`config.mk`:
```
export PLATFORM = sky130hd
export DESIGN_NAME = ringTapCounter
export DESIGN_NICKNAME = d
export VERILOG_FILES = /design/src/rtl/ringTapCounterPkg.sv /design/src/rtl/ringTapCounterCtrl.sv /design/src/rtl/ringTapCounterPath.sv /design/src/rtl/ringTapCounter.sv
export SDC_FILE = /design/constraint.sdc
export NUM_CORES = 1
export LEC_CHECK = 0
export ABC_AREA = 0
export BUFFER_PORTS_ARGS = -buffer_cell sky130_fd_sc_hd__buf_2
export CAP_MARGIN = 0
export CORE_UTILIZATION = 50
export DETAILED_ROUTE_END_ITERATION = 10
export HOLD_SLACK_MARGIN = 0.08
export PLACE_DENSITY = 0.76
export SYNTH_ARGS = -nofsm -noshare
export SYNTH_HDL_FRONTEND = slang
export SYNTH_SLANG_ARGS = --single-unit
```
`constraint.sdc`:
```
create_clock -name clk -period 5.9 [get_ports clk]
set_input_delay 1.18 -clock clk [delete_from_list [all_inputs] [get_ports clk]]
set_output_delay 1.18 -clock clk [all_outputs]
set_load 0.05 [all_outputs]
```
`src/rtl/ringTapCounterPkg.sv`:
```
package ringTapCounterPkg;
  typedef struct packed {
    logic pairReady;
  } ctrlStrobes_t;
endpackage

```
`src/rtl/ringTapCounterCtrl.sv`:
```
module ringTapCounterCtrl
  import ringTapCounterPkg::*;
#(
  parameter int FILL_EDGES = 2
) (
  input  logic         clk,
  input  logic         rst,
  output ctrlStrobes_t strobes,
  output logic         codeValid
);
  localparam int FILL_W = $clog2(FILL_EDGES + 1);
  localparam logic [FILL_W-1:0] FILL_LIMIT = FILL_W'(FILL_EDGES);

  logic [FILL_W-1:0] fillCnt;

  always_ff @(posedge clk) begin
    if (rst) begin
      fillCnt   <= '0;
      codeValid <= 1'b0;
    end else begin
      if (fillCnt != FILL_LIMIT) fillCnt <= fillCnt + 1'b1;
      codeValid <= strobes.pairReady;
    end
  end

  always_comb strobes.pairReady = (fillCnt == FILL_LIMIT);
endmodule

```
`src/rtl/ringTapCounterPath.sv`:
```
module ringTapCounterPath
  import ringTapCounterPkg::*;
#(
  parameter int NUM_TAPS    = 31,
  parameter int SYNC_DEPTH  = 0,
  parameter int CNT_W       = $clog2(NUM_TAPS + 1)
) (
  input  logic                clk,
  input  logic                rst,
  input  ctrlStrobes_t        strobes,
  input  logic [NUM_TAPS-1:0] ringTaps,
  output logic [CNT_W-1:0]    codeOut,
  output logic [NUM_TAPS-1:0] toggleFlags
);
  localparam int TREE_LVL = $clog2(NUM_TAPS);
  localparam int LEAVES   = 1 << TREE_LVL;
  localparam int NODES    = 2 * LEAVES - 1;

  logic [NUM_TAPS-1:0] syncedTaps;
  logic [NUM_TAPS-1:0] currSample;
  logic [NUM_TAPS-1:0] prevSample;
  logic [NUM_TAPS-1:0] flipBits;
  logic [CNT_W-1:0]    treeNode [NODES];

  generate
    if (SYNC_DEPTH > 0) begin : g_sync
      logic [NUM_TAPS-1:0] syncStage [SYNC_DEPTH];
      always_ff @(posedge clk) begin
        if (rst) begin
          for (int s = 0; s < SYNC_DEPTH; s++) syncStage[s] <= '0;
        end else begin
          syncStage[0] <= ringTaps;
          for (int s = 1; s < SYNC_DEPTH; s++) syncStage[s] <= syncStage[s-1];
        end
      end
      assign syncedTaps = syncStage[SYNC_DEPTH-1];
    end else begin : g_nosync
      assign syncedTaps = ringTaps;
    end
  endgenerate

  always_ff @(posedge clk) begin
    if (rst) begin
      currSample <= '0;
      prevSample <= '0;
    end else begin
      currSample <= syncedTaps;
      prevSample <= currSample;
    end
  end

  assign flipBits = currSample ^ prevSample;

  // Heap-ordered balanced adder tree: node k sums nodes 2k+1 and 2k+2.
  generate
    for (genvar leaf = 0; leaf < LEAVES; leaf++) begin : g_leaf
      if (leaf < NUM_TAPS) begin : g_used
        assign treeNode[LEAVES-1+leaf] = CNT_W'(flipBits[leaf]);
      end else begin : g_pad
        assign treeNode[LEAVES-1+leaf] = '0;
      end
    end
    for (genvar k = 0; k < LEAVES - 1; k++) begin : g_add
      assign treeNode[k] = treeNode[2*k+1] + treeNode[2*k+2];
    end
  endgenerate

  always_ff @(posedge clk) begin
    if (rst) begin
      codeOut     <= '0;
      toggleFlags <= '0;
    end else if (strobes.pairReady) begin
      codeOut     <= treeNode[0];
      toggleFlags <= flipBits;
    end
  end
endmodule

```
`src/rtl/ringTapCounter.sv`:
```
module ringTapCounter
  import ringTapCounterPkg::*;
#(
  parameter int NUM_TAPS = 31,
  parameter bit SYNC_EN  = 1'b0,
  parameter int CNT_W    = $clog2(NUM_TAPS + 1)
) (
  input  logic                clk,
  input  logic                rst,
  input  logic [NUM_TAPS-1:0] ringTaps,
  output logic [CNT_W-1:0]    codeOut,
  output logic [NUM_TAPS-1:0] toggleFlags,
  output logic                codeValid
);
  localparam int SYNC_DEPTH = SYNC_EN ? 2 : 0;
  localparam int FILL_EDGES = 2 + SYNC_DEPTH;

  ctrlStrobes_t strobes;

  ringTapCounterCtrl #(.FILL_EDGES(FILL_EDGES)) i_ctrl (
    .clk(clk), .rst(rst), .strobes(strobes), .codeValid(codeValid)
  );

  ringTapCounterPath #(.NUM_TAPS(NUM_TAPS), .SYNC_DEPTH(SYNC_DEPTH), .CNT_W(CNT_W)) i_path (
    .clk(clk), .rst(rst), .strobes(strobes), .ringTaps(ringTaps),
    .codeOut(codeOut), .toggleFlags(toggleFlags)
  );
endmodule

```
==> flow_metrics.tcl <==
set metrics [dict create \
    gp_congestion 0.7651 \
    placeableCoreArea_um2 7687 \
    layout-drive-gt1-share_pct 19.95 \
    power_w 0.002706 \
    antenna_cells 0 \
    tritoncts "yes" \
    final_cell_mix "dfxtp_1, buf_2, nor2b_1" \
    reg2reg_slack_ns 0.68 \
    syn_inst 364 \
    syn_to_final_growth_pct 15.44 \
    crit_top_cell "fa_1" \
    worstHoldStart "i_path.codeOut[0]" \
    end_kind "flip-flop" \
    wl_per_cell_um 12.13 \
    vias 2471 \
    cts_sinks 101 \
    whs_endpoint "i_path.codeOut[0]" \
    cts_resized 0 \
    post-route-min-period_ns 5.216 \
    maxSlewHeadroom_pct 34.05 \
    synth-seq-area-share_pct 51.03 \
    whs_path_depth 2 \
    grt_pass1_vias 2396 \
    r2r-start "i_path.currSample[19]" \
    final.period_utilization_pct 88.41 \
    syn-cell-area_um2 3963 \
    cts_max_level 3 \
    synthesis.nets 428 \
    clock.fmax_ghz 0.1917 \
    die_x_um 91.03 \
    p_leak_nw 1.972 \
    yosys.cell_types.count 27 \
    yosysWarnings 0 \
    grt_pass1_wl_um 10900 \
    cts_setup_buffers 0 \
    cp_top_family "adder cells" \
    hold_buffers 0 \
    post-route-util_pct 59.51 \
    final_common_cell "dfxtp_1" \
    hold_violations 0 \
    ys_ff_latch 101 \
    drc_errors 0 \
    fin_tns_setup_ns 0 \
    port_buffers 69 \
    rr_worst_depth 17 \
    min_path_type "flip-flop to flip-flop" \
    slew_viol_final 0 \
    whs_ns 0.4787 \
    crit_slowest_cell "fa_1" \
    rsz0062_at_grt "no" \
    nNetsFinal 490 \
    reg2reg_to "i_path.codeOut[4]" \
    antenna_left 0 \
    rows 32 \
    dp_hpwl_um 4641 \
    die_h_um 91.03 \
    status "completed" \
    vdd_ir_drop_max_v 0.0003321 \
    path_depth 17 \
    dr.pass1.iters 4 \
    cp.arrival_ns 5.49 \
    ios 70 \
    wirelength_um 6466 \
    drt_iter0_markers 100 \
    path_clk_slew_ns 0.09 \
    clk_latency_ns 0.36 \
    avgSynthCellArea_um2 10.89 \
    crit_fanout 2 \
    die-area_um2 8286 \
    vias_per_cell 4.636 \
    cap_viol_max_count 0 \
    worstPathRequired_ns 6.17 \
    cp_cell_sequence "xnor2_1, fa_1, fa_1, inv_1, fa_1, inv_1, fa_1, fa_1, inv_1, fa_1, inv_1, fa_1, inv_1, fa_1, a21o_1, a2111o_1, o221ai_1" \
    cts_buffer_depth 2 \
    crit_buf_inv 5 \
    clock-root-buffer "clkbuf_8" \
    worst_pin_slew_ns 0.9892 \
    power_density_nw_per_um2 591.6 \
    synth_edf_count 0 \
    setup.worst_path.start_class "flip-flop" \
    overflow 0 \
    synthFlopType "dfxtp_1" \
    fin_skew_ns 0.006949 \
    start_util_pct 51.55 \
    critPathKind "flip-flop to flip-flop" \
    groute.usage.overall_pct 17.06 \
    antenna_found_initial 0 \
    grt_max_degree 105 \
    finalSetupViolCount 0 \
    cp_slowest_stage_delay_ns 0.55 \
    async_flop_share_pct 0 \
    cts_buffers 9 \
]
layout make-up:
cell class              instances  area, um^2
flip-flops and latches        101        2022
clock buffers                  13       158.9
multi-input cells             219        1749
inverters                      25       93.84
well taps                     102       127.6
repair buffers                 70       355.3
fillers                       671        3113
clock inverters                 3       67.56
synth_stat cells (5+ instances only):
cell type / n / area, um^2
nor2_1: 44 / 165.2
clkbuf_1: 11 / 41.29
a211oi_1: 27 / 202.7
xnor2_1: 26 / 227.7
dfxtp_1: 101 / 2022
nor2b_1: 59 / 369.1
xor2_1: 7 / 61.31
buf_4: 5 / 37.54
inv_1: 24 / 90.09
fa_1: 23 / 460.4
nor3_1: 6 / 30.03
ha_1: 8 / 100.1
worst max-delay path by stage:
stage                          startpoint  slack (ns)                end
finish              i_path.currSample[19]        0.68  i_path.codeOut[4]
global route        i_path.currSample[19]        0.41  i_path.codeOut[4]
CTS                 i_path.currSample[19]        0.64  i_path.codeOut[4]
detailed placement  i_path.currSample[19]        0.67  i_path.codeOut[4]
global placement    i_path.currSample[25]        0.80  i_path.codeOut[4]
floorplan           i_path.prevSample[19]        0.90  i_path.codeOut[4]
worst register-to-register path, cell delays in order, from the launching register on:
cell and delay [ns]:
dfxtp_1 0.33, xnor2_1 0.24, fa_1 0.51, fa_1 0.55
inv_1 0.05, fa_1 0.50, inv_1 0.05, fa_1 0.46
fa_1 0.55, inv_1 0.06, fa_1 0.47, inv_1 0.08
fa_1 0.18, inv_1 0.05, fa_1 0.40, a21o_1 0.18
a2111o_1 0.39, o221ai_1 0.07
power breakdown:
| group | switching [W] | internal, W |
|---|---|---|
| Combinational | 0.000885 | 0.000492 |
| Clock | 0.000217 | 0.000262 |
| Sequential | 0.0000564 | 0.000793 |
stage by stage:
step / setup slack [ns] / area [um^2] / std cells
after detailed placement: 0.6677 / 4348 / 517
final: 0.6839 / 4574 / 533
after CTS: 0.6446 / 4574 / 533
after floorplan: 0.9046 / 3963 / 364
after global routing: 0.4121 / 4574 / 533
after global placement: 0.7968 / 4348 / 517
flip-flops by register name (all words and copies together), names as in the netlist:
signal,cells
i_path.currSample,31
i_path.prevSample,31
i_ctrl.fillCnt,2
i_path.codeOut,5
i_ctrl.codeValid,1
i_path.toggleFlags,31
cell families after synthesis:
kind of cell    count (synthesis)  share of synthesized area, %
xor+xnor                       33                         7.294
mux                             1                        0.2526
fa+ha+maj                      31                         14.15
buf+inv                        44                         4.894
simple gates                  120                         15.98
compound gates                 34                         6.410
flops                         101                         51.03
routing by layer:
metal / track usage [%] / routed length (um)
met4: 8.069 / 133
met1: 20.54 / 2935
met3: 3.853 / 241
met2: 28.91 / 3156
met5: 0 / 0
Note: power is estimated with default switching activity, not from simulation.
